`src/rtl/flash_pe_pkg.sv`:
```
// Shared types and command codes for the flash program/erase sequencer.
package flash_pe_pkg;

    typedef enum logic [1:0] {
        OP_WORD_WRITE  = 2'd0,
        OP_SECTOR_WIPE = 2'd1,
        OP_ARRAY_WIPE  = 2'd2,
        OP_RESERVED    = 2'd3
    } fpe_op_e;

    typedef enum logic [1:0] {
        RES_OK      = 2'd0,
        RES_FAIL    = 2'd1,
        RES_TIMEOUT = 2'd2
    } fpe_res_e;

    localparam logic [7:0] CODE_KEY_A    = 8'hAA;
    localparam logic [7:0] CODE_KEY_B    = 8'h55;
    localparam logic [7:0] CODE_WR_ARM   = 8'hA0;
    localparam logic [7:0] CODE_WIPE_ARM = 8'h80;
    localparam logic [7:0] CODE_SECT_GO  = 8'h30;
    localparam logic [7:0] CODE_ARRAY_GO = 8'h10;
    localparam logic [7:0] CODE_ABORT    = 8'hF0;

endpackage

```
`src/rtl/fpe_cmd_table.sv`:
```
// Command step table.
// Maps an operation and a step index to the address/data pair of that
// bus write, and flags the final step. Purely combinational.
// Assumes step never exceeds the final step of the operation.
module fpe_cmd_table
    import flash_pe_pkg::*;
#(
    parameter int ADDR_W = 16,
    parameter int DATA_W = 16,
    parameter logic [ADDR_W-1:0] KEY_ADDR_A = ADDR_W'(16'h555),
    parameter logic [ADDR_W-1:0] KEY_ADDR_B = ADDR_W'(16'h2AA)
) (
    input  fpe_op_e           op,
    input  logic [2:0]        step,
    input  logic [ADDR_W-1:0] tgt_addr,
    input  logic [DATA_W-1:0] tgt_data,
    output logic [ADDR_W-1:0] wr_addr,
    output logic [DATA_W-1:0] wr_data,
    output logic              is_last
);

    // Select the write for the current step of the current operation.
    always_comb begin
        wr_addr = KEY_ADDR_A;
        wr_data = DATA_W'(CODE_KEY_A);
        is_last = 1'b0;
        if (op == OP_WORD_WRITE || op == OP_RESERVED) begin
            case (step)
                3'd0: begin wr_addr = KEY_ADDR_A; wr_data = DATA_W'(CODE_KEY_A); end
                3'd1: begin wr_addr = KEY_ADDR_B; wr_data = DATA_W'(CODE_KEY_B); end
                3'd2: begin wr_addr = KEY_ADDR_A; wr_data = DATA_W'(CODE_WR_ARM); end
                default: begin
                    wr_addr = tgt_addr;
                    wr_data = tgt_data;
                    is_last = 1'b1;
                end
            endcase
        end else begin
            case (step)
                3'd0: begin wr_addr = KEY_ADDR_A; wr_data = DATA_W'(CODE_KEY_A); end
                3'd1: begin wr_addr = KEY_ADDR_B; wr_data = DATA_W'(CODE_KEY_B); end
                3'd2: begin wr_addr = KEY_ADDR_A; wr_data = DATA_W'(CODE_WIPE_ARM); end
                3'd3: begin wr_addr = KEY_ADDR_A; wr_data = DATA_W'(CODE_KEY_A); end
                3'd4: begin wr_addr = KEY_ADDR_B; wr_data = DATA_W'(CODE_KEY_B); end
                default: begin
                    is_last = 1'b1;
                    if (op == OP_SECTOR_WIPE) begin
                        wr_addr = tgt_addr;
                        wr_data = DATA_W'(CODE_SECT_GO);
                    end else begin
                        wr_addr = KEY_ADDR_A;
                        wr_data = DATA_W'(CODE_ARRAY_GO);
                    end
                end
            endcase
        end
    end

endmodule

```
`src/rtl/fpe_bus_cycle.sv`:
```
// Single flash bus cycle engine.
// Runs one read or one write as setup, strobe and hold phases, each a
// parameter-set number of clocks (each at least 1). All pin outputs are
// registered. A read samples the data input on the last strobe clock.
// Assumes start is only raised while the engine is idle.
module fpe_bus_cycle #(
    parameter int ADDR_W   = 16,
    parameter int DATA_W   = 16,
    parameter int T_SETUP  = 2,
    parameter int T_STROBE = 3,
    parameter int T_HOLD   = 2
) (
    input  logic              clk,
    input  logic              rst_n,
    input  logic              start,
    input  logic              is_read,
    input  logic [ADDR_W-1:0] addr,
    input  logic [DATA_W-1:0] wdata,
    output logic              done,
    output logic [DATA_W-1:0] rdata,
    output logic              ce_n,
    output logic              oe_n,
    output logic              we_n,
    output logic [ADDR_W-1:0] pin_addr,
    output logic [DATA_W-1:0] pin_dq,
    output logic              pin_dq_oe,
    input  logic [DATA_W-1:0] pin_dq_in
);

    localparam int T_MAX = (T_SETUP > T_STROBE) ?
                           ((T_SETUP > T_HOLD) ? T_SETUP : T_HOLD) :
                           ((T_STROBE > T_HOLD) ? T_STROBE : T_HOLD);
    localparam int CW = (T_MAX > 1) ? $clog2(T_MAX) : 1;

    typedef enum logic [1:0] {PH_IDLE, PH_SETUP, PH_STROBE, PH_HOLD} phase_e;

    phase_e        ph;
    logic [CW-1:0] cnt;
    logic          rd_q;

    // Phase sequencing and pin drive for one bus cycle.
    always_ff @(posedge clk) begin
        if (!rst_n) begin
            ph        <= PH_IDLE;
            cnt       <= '0;
            rd_q      <= 1'b0;
            done      <= 1'b0;
            rdata     <= '0;
            ce_n      <= 1'b1;
            oe_n      <= 1'b1;
            we_n      <= 1'b1;
            pin_addr  <= '0;
            pin_dq    <= '0;
            pin_dq_oe <= 1'b0;
        end else begin
            done <= 1'b0;
            case (ph)
                PH_IDLE: begin
                    if (start) begin
                        ph        <= PH_SETUP;
                        cnt       <= CW'(T_SETUP - 1);
                        rd_q      <= is_read;
                        pin_addr  <= addr;
                        pin_dq    <= wdata;
                        ce_n      <= 1'b0;
                        oe_n      <= !is_read;
                        pin_dq_oe <= !is_read;
                    end
                end
                PH_SETUP: begin
                    if (cnt == '0) begin
                        ph  <= PH_STROBE;
                        cnt <= CW'(T_STROBE - 1);
                        if (!rd_q) begin
                            we_n <= 1'b0;
                        end
                    end else begin
                        cnt <= cnt - 1'b1;
                    end
                end
                PH_STROBE: begin
                    if (cnt == '0) begin
                        ph   <= PH_HOLD;
                        cnt  <= CW'(T_HOLD - 1);
                        we_n <= 1'b1;
                        oe_n <= 1'b1;
                        if (rd_q) begin
                            rdata <= pin_dq_in;
                        end
                    end else begin
                        cnt <= cnt - 1'b1;
                    end
                end
                default: begin
                    if (cnt == '0) begin
                        ph        <= PH_IDLE;
                        ce_n      <= 1'b1;
                        pin_dq_oe <= 1'b0;
                        done      <= 1'b1;
                    end else begin
                        cnt <= cnt - 1'b1;
                    end
                end
            endcase
        end
    end

endmodule

```
`src/rtl/fpe_sequencer.sv`:
```
// Operation sequencer.
// Accepts one request, walks its command steps through the bus engine,
// then polls for completion by toggle-bit reads or by the ready/busy
// pin, and produces a single response. It also owns the abort write
// after a confirmed error.
// Assumes the bus engine raises done once per started cycle.
module fpe_sequencer
    import flash_pe_pkg::*;
#(
    parameter int ADDR_W     = 16,
    parameter int DATA_W     = 16,
    parameter int POLL_LIMIT = 1000,
    parameter int RB_SETTLE  = 4,
    parameter int TOG_BIT    = 6,
    parameter int ERR_BIT    = 5
) (
    input  logic              clk,
    input  logic              rst_n,
    input  logic              req_valid,
    output logic              req_ready,
    input  logic [1:0]        req_op,
    input  logic [ADDR_W-1:0] req_addr,
    input  logic [DATA_W-1:0] req_data,
    input  logic              req_rb_mode,
    output logic              resp_valid,
    output logic              resp_ok,
    output logic              resp_fail,
    output logic              resp_timeout,
    output logic              bus_start,
    output logic              bus_read,
    output logic [ADDR_W-1:0] bus_addr,
    output logic [DATA_W-1:0] bus_wdata,
    input  logic              bus_done,
    input  logic [DATA_W-1:0] bus_rdata,
    input  logic              ry_by
);

    localparam int PCW = $clog2(POLL_LIMIT + 1);
    localparam int SCW = $clog2(RB_SETTLE + 1);

    typedef enum logic [3:0] {
        S_IDLE, S_CMD, S_CMD_W, S_SETTLE, S_RB_WAIT,
        S_RD_A, S_RD_A_W, S_RD_B, S_RD_B_W, S_EVAL,
        S_ABORT, S_ABORT_W, S_RESP
    } seq_e;

    seq_e              st;
    fpe_op_e           op_q;
    logic [ADDR_W-1:0] addr_q;
    logic [DATA_W-1:0] data_q;
    logic              rb_q;
    logic [2:0]        step_q;
    logic [PCW-1:0]    poll_cnt;
    logic [SCW-1:0]    settle_cnt;
    logic              prev_tog;
    logic              cur_tog;
    logic              cur_err;
    logic              confirm_q;
    fpe_res_e          res_q;

    logic [ADDR_W-1:0] tbl_addr;
    logic [DATA_W-1:0] tbl_data;
    logic              tbl_last;
    logic              unused_rdata_bits;

    assign unused_rdata_bits = ^bus_rdata;

    fpe_cmd_table #(
        .ADDR_W (ADDR_W),
        .DATA_W (DATA_W)
    ) u_table (
        .op       (op_q),
        .step     (step_q),
        .tgt_addr (addr_q),
        .tgt_data (data_q),
        .wr_addr  (tbl_addr),
        .wr_data  (tbl_data),
        .is_last  (tbl_last)
    );

    // Bus requests follow directly from the launching states.
    always_comb begin
        bus_start = (st == S_CMD) || (st == S_RD_A) || (st == S_RD_B) || (st == S_ABORT);
        bus_read  = (st == S_RD_A) || (st == S_RD_B);
        bus_addr  = addr_q;
        bus_wdata = tbl_data;
        if (st == S_CMD) begin
            bus_addr = tbl_addr;
        end else if (st == S_ABORT) begin
            bus_addr  = '0;
            bus_wdata = DATA_W'(CODE_ABORT);
        end
    end

    // Handshake and response outputs decoded from state.
    always_comb begin
        req_ready    = (st == S_IDLE);
        resp_valid   = (st == S_RESP);
        resp_ok      = (st == S_RESP) && (res_q == RES_OK);
        resp_fail    = (st == S_RESP) && (res_q == RES_FAIL);
        resp_timeout = (st == S_RESP) && (res_q == RES_TIMEOUT);
    end

    // Main operation state machine.
    always_ff @(posedge clk) begin
        if (!rst_n) begin
            st         <= S_IDLE;
            op_q       <= OP_WORD_WRITE;
            addr_q     <= '0;
            data_q     <= '0;
            rb_q       <= 1'b0;
            step_q     <= '0;
            poll_cnt   <= '0;
            settle_cnt <= '0;
            prev_tog   <= 1'b0;
            cur_tog    <= 1'b0;
            cur_err    <= 1'b0;
            confirm_q  <= 1'b0;
            res_q      <= RES_OK;
        end else begin
            case (st)
                S_IDLE: begin
                    if (req_valid) begin
                        op_q      <= fpe_op_e'(req_op);
                        addr_q    <= req_addr;
                        data_q    <= req_data;
                        rb_q      <= req_rb_mode;
                        step_q    <= '0;
                        poll_cnt  <= '0;
                        confirm_q <= 1'b0;
                        st        <= S_CMD;
                    end
                end
                S_CMD: st <= S_CMD_W;
                S_CMD_W: begin
                    if (bus_done) begin
                        if (tbl_last) begin
                            if (rb_q) begin
                                settle_cnt <= SCW'(RB_SETTLE);
                                st         <= S_SETTLE;
                            end else begin
                                st <= S_RD_A;
                            end
                        end else begin
                            step_q <= step_q + 1'b1;
                            st     <= S_CMD;
                        end
                    end
                end
                S_SETTLE: begin
                    if (settle_cnt <= SCW'(1)) begin
                        st <= S_RB_WAIT;
                    end else begin
                        settle_cnt <= settle_cnt - 1'b1;
                    end
                end
                S_RB_WAIT: begin
                    if (ry_by) begin
                        res_q <= RES_OK;
                        st    <= S_RESP;
                    end else if (poll_cnt == PCW'(POLL_LIMIT - 1)) begin
                        res_q <= RES_TIMEOUT;
                        st    <= S_RESP;
                    end else begin
                        poll_cnt <= poll_cnt + 1'b1;
                    end
                end
                S_RD_A: st <= S_RD_A_W;
                S_RD_A_W: begin
                    if (bus_done) begin
                        prev_tog <= bus_rdata[TOG_BIT];
                        st       <= S_RD_B;
                    end
                end
                S_RD_B: st <= S_RD_B_W;
                S_RD_B_W: begin
                    if (bus_done) begin
                        cur_tog <= bus_rdata[TOG_BIT];
                        cur_err <= bus_rdata[ERR_BIT];
                        st      <= S_EVAL;
                    end
                end
                S_EVAL: begin
                    if (prev_tog == cur_tog) begin
                        res_q <= RES_OK;
                        st    <= S_RESP;
                    end else if (confirm_q) begin
                        res_q <= RES_FAIL;
                        st    <= S_ABORT;
                    end else if (cur_err) begin
                        confirm_q <= 1'b1;
                        st        <= S_RD_A;
                    end else if (poll_cnt == PCW'(POLL_LIMIT - 1)) begin
                        res_q <= RES_TIMEOUT;
                        st    <= S_RESP;
                    end else begin
                        poll_cnt <= poll_cnt + 1'b1;
                        st       <= S_RD_A;
                    end
                end
                S_ABORT: st <= S_ABORT_W;
                S_ABORT_W: begin
                    if (bus_done) begin
                        st <= S_RESP;
                    end
                end
                default: st <= S_IDLE;
            endcase
        end
    end

endmodule

```
`src/rtl/flash_pe_ctrl.sv`:
```
// Flash program/erase controller, top level.
// Joins the operation sequencer to the bus cycle engine. The data bus is
// split into output, input and drive enable; the tristate buffer lives
// outside this block.
// Assumes ry_by and flash_dq_i are already synchronous to clk.
module flash_pe_ctrl #(
    parameter int ADDR_W     = 16,
    parameter int DATA_W     = 16,
    parameter int T_SETUP    = 2,
    parameter int T_STROBE   = 3,
    parameter int T_HOLD     = 2,
    parameter int POLL_LIMIT = 1000,
    parameter int RB_SETTLE  = 4
) (
    input  logic              clk,
    input  logic              rst_n,
    input  logic              req_valid,
    output logic              req_ready,
    input  logic [1:0]        req_op,
    input  logic [ADDR_W-1:0] req_addr,
    input  logic [DATA_W-1:0] req_data,
    input  logic              req_rb_mode,
    output logic              resp_valid,
    output logic              resp_ok,
    output logic              resp_fail,
    output logic              resp_timeout,
    output logic              flash_ce_n,
    output logic              flash_oe_n,
    output logic              flash_we_n,
    output logic [ADDR_W-1:0] flash_addr,
    output logic [DATA_W-1:0] flash_dq_o,
    input  logic [DATA_W-1:0] flash_dq_i,
    output logic              flash_dq_oe,
    input  logic              flash_ry_by
);

    logic              bus_start;
    logic              bus_read;
    logic [ADDR_W-1:0] bus_addr;
    logic [DATA_W-1:0] bus_wdata;
    logic              bus_done;
    logic [DATA_W-1:0] bus_rdata;

    fpe_sequencer #(
        .ADDR_W     (ADDR_W),
        .DATA_W     (DATA_W),
        .POLL_LIMIT (POLL_LIMIT),
        .RB_SETTLE  (RB_SETTLE)
    ) u_seq (
        .clk          (clk),
        .rst_n        (rst_n),
        .req_valid    (req_valid),
        .req_ready    (req_ready),
        .req_op       (req_op),
        .req_addr     (req_addr),
        .req_data     (req_data),
        .req_rb_mode  (req_rb_mode),
        .resp_valid   (resp_valid),
        .resp_ok      (resp_ok),
        .resp_fail    (resp_fail),
        .resp_timeout (resp_timeout),
        .bus_start    (bus_start),
        .bus_read     (bus_read),
        .bus_addr     (bus_addr),
        .bus_wdata    (bus_wdata),
        .bus_done     (bus_done),
        .bus_rdata    (bus_rdata),
        .ry_by        (flash_ry_by)
    );

    fpe_bus_cycle #(
        .ADDR_W   (ADDR_W),
        .DATA_W   (DATA_W),
        .T_SETUP  (T_SETUP),
        .T_STROBE (T_STROBE),
        .T_HOLD   (T_HOLD)
    ) u_bus (
        .clk       (clk),
        .rst_n     (rst_n),
        .start     (bus_start),
        .is_read   (bus_read),
        .addr      (bus_addr),
        .wdata     (bus_wdata),
        .done      (bus_done),
        .rdata     (bus_rdata),
        .ce_n      (flash_ce_n),
        .oe_n      (flash_oe_n),
        .we_n      (flash_we_n),
        .pin_addr  (flash_addr),
        .pin_dq    (flash_dq_o),
        .pin_dq_oe (flash_dq_oe),
        .pin_dq_in (flash_dq_i)
    );

endmodule

```
`config.mk`:
```
export PLATFORM = sky130hd
export DESIGN_NAME = flash_pe_ctrl
export DESIGN_NICKNAME = d
export VERILOG_FILES = /design/src/rtl/flash_pe_pkg.sv /design/src/rtl/fpe_cmd_table.sv /design/src/rtl/fpe_bus_cycle.sv /design/src/rtl/fpe_sequencer.sv /design/src/rtl/flash_pe_ctrl.sv
export SDC_FILE = /design/constraint.sdc
export NUM_CORES = 1
export LEC_CHECK = 0
export BUFFER_PORTS_ARGS = -buffer_cell sky130_fd_sc_hd__buf_2
export CAP_MARGIN = 20
export CORE_MARGIN = 4
export CORE_UTILIZATION = 37
export CTS_BUF_LIST = sky130_fd_sc_hd__clkbuf_8
export CTS_CLUSTER_DIAMETER = 150
export CTS_CLUSTER_SIZE = 12
export DETAILED_ROUTE_END_ITERATION = 16
export GPL_TIMING_DRIVEN = 1
export SLEW_MARGIN = 20
export SYNTH_ARGS = -nofsm -noshare
export SYNTH_HDL_FRONTEND = slang
export SYNTH_SLANG_ARGS = --single-unit
```
`constraint.sdc`:
```
create_clock -name clk -period 5.42 [get_ports clk]
set_clock_uncertainty 0.2 [all_clocks]
set_input_delay 1.626 -clock clk [delete_from_list [all_inputs] [get_ports clk]]
set_output_delay 1.626 -clock clk [all_outputs]
set_load 0.1 [all_outputs]
```
# Word-level counts from Yosys, hierarchy flattened
# Index checks and enable logic that the tools add are counted.
[totals]
mem_bits_ro = 0
latchBits = 0
mem_bits_rw = 0
memories = 0
word_cells = 200
reg_bits = 110
[classes]
n_eq_ne = 45
n_reduce_logical = 47
n_mul = 0
n_lt_le_gt_ge = 1
muxes = 77
addsub = 4
n_div = 0
bitwise = 2
n_shift = 0
[op_table]
columns = ["cell", "n"]
rows = [
  ["$mux W16", 7],
  ["$pmux W16 S2", 2],
  ["$mux W10", 6],
  ["$mux W4", 12],
  ["$pmux W16 S3", 1],
  ["$pmux W4 S12", 1],
  ["$pmux W10 S3", 1],
  ["$mux W3", 9],
  ["$mux W2", 12],
  ["$pmux W8 S3", 1],
  ["$eq A4 B4 Y1 const B", 5],
  ["$ne A2 B1 Y1 const B", 9],
  ["$ne A2 B2 Y1 const B", 9],
  ["$eq A4 B3 Y1 const B", 4],
  ["$mux W1", 14],
  ["$reduce_bool A2 Y1", 7],
  ["$pmux W2 S3", 2],
  ["$pmux W3 S2", 2],
  ["$reduce_and A2 Y1", 6],
  ["$reduce_and A3 Y1", 4],
  ["$reduce_and A4 Y1", 3],
  ["$add A10 B1 Y10 const B", 1],
  ["$eq A10 B10 Y1 const B", 1],
  ["$pmux W1 S2", 5],
  ["31 further kinds", 52],
]

# Logic depth before layout (Yosys ltp)
[logic_depth]
ltp_word = 7
depth_mapped = 9
depth_no_buf = 7

# Modules after synthesis
# Synthesis repeated with hierarchy kept, for this count alone.
[hier_totals]
cells_unflattened = 785
area_unflattened_um2 = 6157.2
[by_module_without_submodules]
columns = ["mod", "area_per_inst_um2", "n_inst", "cells_each"]
rows = [
  ["fpe_sequencer", 3080.5, 1, 391],
  ["fpe_bus_cycle", 2408.6, 1, 283],
  ["fpe_cmd_table", 668.1, 1, 111],
]

# Worst setup path before layout
# OpenSTA, ideal clock, no wires.
[synth_path]
kind = "reg2out"
startpoint = "register u_seq.st[2]"
endpoint = "output port resp_fail"
path_stages_with_launch = 5
path_slack_ps = 249
t_required_ps = 3594
t_arrival_ps = 3345
path_cell_list = "dfxtp_1 clkbuf_1 clkbuf_1 nand3b_1 nor3b_1"
[synth_via]
elab_chain_cells = 2
[synth_rtl]
columns = ["element", "line_no", "source"]
rows = [
  ["start: declaration", "fpe_sequencer.sv:47", "seq_e st;"],
  ["start signal: assignment", "fpe_sequencer.sv:107", "st <= S_IDLE;"],
  ["start signal: assignment", "fpe_sequencer.sv:131", "st <= S_CMD;"],
  ["start signal: assignment", "fpe_sequencer.sv:134", "S_CMD: st <= S_CMD_W;"],
  ["$eq A4 B4 Y1", "fpe_sequencer.sv:100", "resp_fail = (st == S_RESP) && (res_q == RES_FAIL);"],
  ["$logic_and A1 B1 Y1", "fpe_sequencer.sv:100", ""],
  ["end: declaration", "flash_pe_ctrl.sv:25", "output logic resp_fail,"],
]
# Every way passes these cells.

# Worst setup path after layout
[layout_path]
startpoint = "register u_seq.st[3]"
endpoint = "output port resp_fail"
# The elaborated chain is that of the path after synthesis.

==> impl_results.md <==
- Ys Warns: 0
- H-tree Lvls: 3
- Final setup violation count: 0
- Maximum VDD drop: between 0.2 and 0.3 mV
- DRC viols: 0
- Initial core utilization: 37.9%
- Setup crit end: resp_fail
- Routed vias: 4731
- First-pass DRT Iterations: 5
- Wirelength per Cell: between 15 and 20 um
- IO buf count: 81
- I/O pin total: 96
- Met1 Usage GRT: around 22%
- Slowest-stage cell, CP: dfxtp_1
- FF+latch area: 0.00210 mm2
- Crit path DAT: approximately 2.4 ns
- PwrDens: between 300 and 400 mW/mm2
- RSZ-0062 raised after global routing: false
- Minimum clock period: 4.23 ns
- Worst reg-to-reg setup slack: 2.38 ns
- Total of max-cap violations: 0
- Asr flop ratio synth: 0%
- Final hold vios: 0
- Fin util: 43.1%
- Filler Cell Count: roughly 1.4k
- Routed WL: 13300 um
- Post-CTS Setup Inserts: 0
- Relative slew slack: 29.6%
- CP startpoint kind: register
- Leakage: approximately 2.3 nW
- Largest net degree at the start of global routing: 53
- Overflow after GRT: 0
- Die Area: ~0.016 mm2
- Row cnt: 42
- Main synth FF type: dfxtp_1
- Worst-Skew Late Latency: 0.39 ns
- Slew Viols, Final: 0
- Cells along the critical path: nor2b_1, nand3b_1, nor3b_1, buf_2
- M3 GR Usage: 5.40%
- Vias in the first global route: 4481
- Setup TNS: 0 ns
- Placed Cells: 859
- Total CTS buffers: 9
- Diode count: 0
- DR iter-0 viols: 306
- Reg2reg end: u_seq.poll_cnt[3]$_SDFFE_PN0P_
- CP Class: register to output port
- Seq/Total Area, Yosys: 41.7%
- Period utilisation layout: 78.0%
- Number of buffers added to fix hold violations after cts: 0
- Mean post-synth cell area: 7.90 um2
- Die width: between 100 and 150 um
- FMAX: 236 MHz
- Syn nets: a little over 700
- Post-cts sizing count: 0
- First-pass GRT wire length: 22200 um
- Number of synthesized flops with an enable pin: 0
- Final nets: approximately 760
- Hold slack: 0.260 ns
- Clock slew at reported path FFs: 0.10 ns
- Via-per-instance ratio: 5.41
- Register-to-Register Path Depth: 6
- Area taken by multi-input logic gates: 0.00271 mm2
- Core box area: 0.0133 mm2
- TritonCTS clock tree: done
- All-layer global routing usage: 17.0%
- Gr busiest metal: met2
- Detailed Place HPWL: 9420 um
- P&R area growth vs syn: 13.7%
- Maximum buffer depth of the clock tree: 2
- Netlist cell types: 62
- Status: completed
- Cell Count, Final, Fillers Out: 875
- RD Place Congestion: 0.896
- HP Class: register to register
- Root buffer cell: clkbuf_8
- DRT antenna net count: 0
- Critical Path RT: about 3.6 ns
- CTS Sinks: 105
- CP max stage delay: 0.78 ns
- R2R Path Start: u_seq.st[1]$_SDFFE_PN0P_
- Initial antenna violation count: 0
- Synth Register Bits: 105
- CP Capture Type: output port
- Die Ht: 125 um
- Worst-Margin Slew: 1.05 ns
- Share of cells above drive strength 1: 16.2%
- Max Fanout on Critical Path: 23
- Met2 usage: a little over a quarter
- Worst Setup SP: u_seq.st[3]$_SDFFE_PN0P_
- Cells after Synth: 637
- Cell Area, Synth: 0.00503 mm2
power breakdown:
part	switching [mW]	internal, mW
combinational	0.603	0.202
sequential	0.0657	0.851
clock	0.284	0.185
total	0.953	1.24
area by class of cell:
| cell class | count | area share [%] |
|---|---|---|
| inverter | 20 | 1.31 |
| timing repair buffer | 85 | 7.60 |
| multi-input combinational | 473 | 47.3 |
| clock inverter | 6 | 0.830 |
| tap | 176 | 3.85 |
| clock buffer | 10 | 2.40 |
| sequential | 105 | 36.7 |
critical path, delay by kind of cell (launching register included):
kind                   cells  cell delay (ns)
AND/OR/NAND/NOR            3             0.77
flip-flops                 1             0.78
buffers and inverters      1             0.46
layer usage:
layer / vias to the layer above / part of all wire [%]
li1: 2381 / -
met1: 2244 / 46
met2: 93 / 47
met3: 13 / 5.4
met4: 0 / 1.3
met5: - / 0
how the worst min path moves through the flow:
stage,from,to,slack [ns],depth (start not counted)
floorplan,u_seq.settle_cnt[0]$_SDFFE_PN0P_,u_seq.settle_cnt[0]$_SDFFE_PN0P_,0.23,1
CTS,u_seq.data_q[9]$_SDFFE_PN0P_,u_seq.data_q[9]$_SDFFE_PN0P_,0.26,2
detailed placement,u_bus.pin_dq[0]$_SDFFE_PN0P_,u_bus.pin_dq[0]$_SDFFE_PN0P_,0.25,2
finish,u_seq.data_q[9]$_SDFFE_PN0P_,u_seq.data_q[9]$_SDFFE_PN0P_,0.26,2
global placement,u_bus.pin_dq[3]$_SDFFE_PN0P_,u_bus.pin_dq[3]$_SDFFE_PN0P_,0.24,2
global route,u_seq.data_q[6]$_SDFFE_PN0P_,u_seq.data_q[6]$_SDFFE_PN0P_,0.28,2
cell families (layout without fill, tap and decap cells):
kind of cell / after synthesis / count (layout) / synth area share [%]
and+or+nand+nor: 263 / 263 / 24.6
xor gates and xnor gates: 3 / 3 / 0.522
buffers and inverters: 59 / 121 / 4.60
adders and majority gates: 15 / 15 / 3.73
AOI/OAI and AO/OA: 181 / 181 / 22.7
DFF: 105 / 105 / 41.7
muxes: 11 / 11 / 2.19
synth_stat cells (all sizes together), types with 5 or more instances:
cell / number / share of area, %
or4: 8 / 1.2
o21ai: 27 / 2.7
a22oi: 8 / 1.2
o31ai: 5 / 0.75
buf: 5 / 0.57
nor3: 16 / 1.6
nand2b: 11 / 1.4
ha: 15 / 3.7
nand3: 18 / 1.8
nor2: 53 / 4.0
inv: 20 / 1.5
o22ai: 12 / 1.5
o211ai: 9 / 1.3
nor2b: 9 / 1.1
dfxtp: 105 / 42
a21oi: 69 / 6.9
clkbuf: 34 / 2.5
a21o: 10 / 1.5
a32oi: 6 / 1.0
or2: 5 / 0.62
nand2: 115 / 8.6
mux2i: 11 / 2.2
flip-flops by register name (all words and copies together), names as in the netlist, 2 cells and up:
| name | cells |
|---|---|
| u_bus.cnt | 2 |
| u_bus.ph | 2 |
| u_bus.pin_addr | 16 |
| u_bus.pin_dq | 16 |
| u_bus.rdata | 2 |
| u_seq.addr_q | 16 |
| u_seq.data_q | 16 |
| u_seq.op_q | 2 |
| u_seq.poll_cnt | 10 |
| u_seq.res_q | 2 |
| u_seq.settle_cnt | 3 |
| u_seq.st | 4 |
| u_seq.step_q | 3 |
through the flow:
step	worst slack [ns]	area, um2	total power, mW
after detailed placement	1.64	5540	1.74
after floorplan	0.249	5030	1.57
final	1.19	5730	2.19
after CTS	1.20	5730	2.21
after global routing	1.04	5730	2.32
after global placement	1.68	5540	1.72
cells in the final DEF, fill, tap and decap left out, types with 5 or more instances in the layout:
cell      instances
nand2_1         115
dfxtp_1         105
buf_2            81
a21oi_1          69
nor2_1           53
inv_1            19
o21ai_0          19
nand3_1          18
nor3_1           16
ha_1             15
o22ai_1          12
nand2b_1         11
mux2i_1          11
a21o_1           10
clkbuf_8         10
nor2b_1           9
o211ai_1          9
o21ai_1           8
or4_1             8
a22oi_1           8
a32oi_1           6
o31ai_1           5
(Power assumes the default switching activity.)
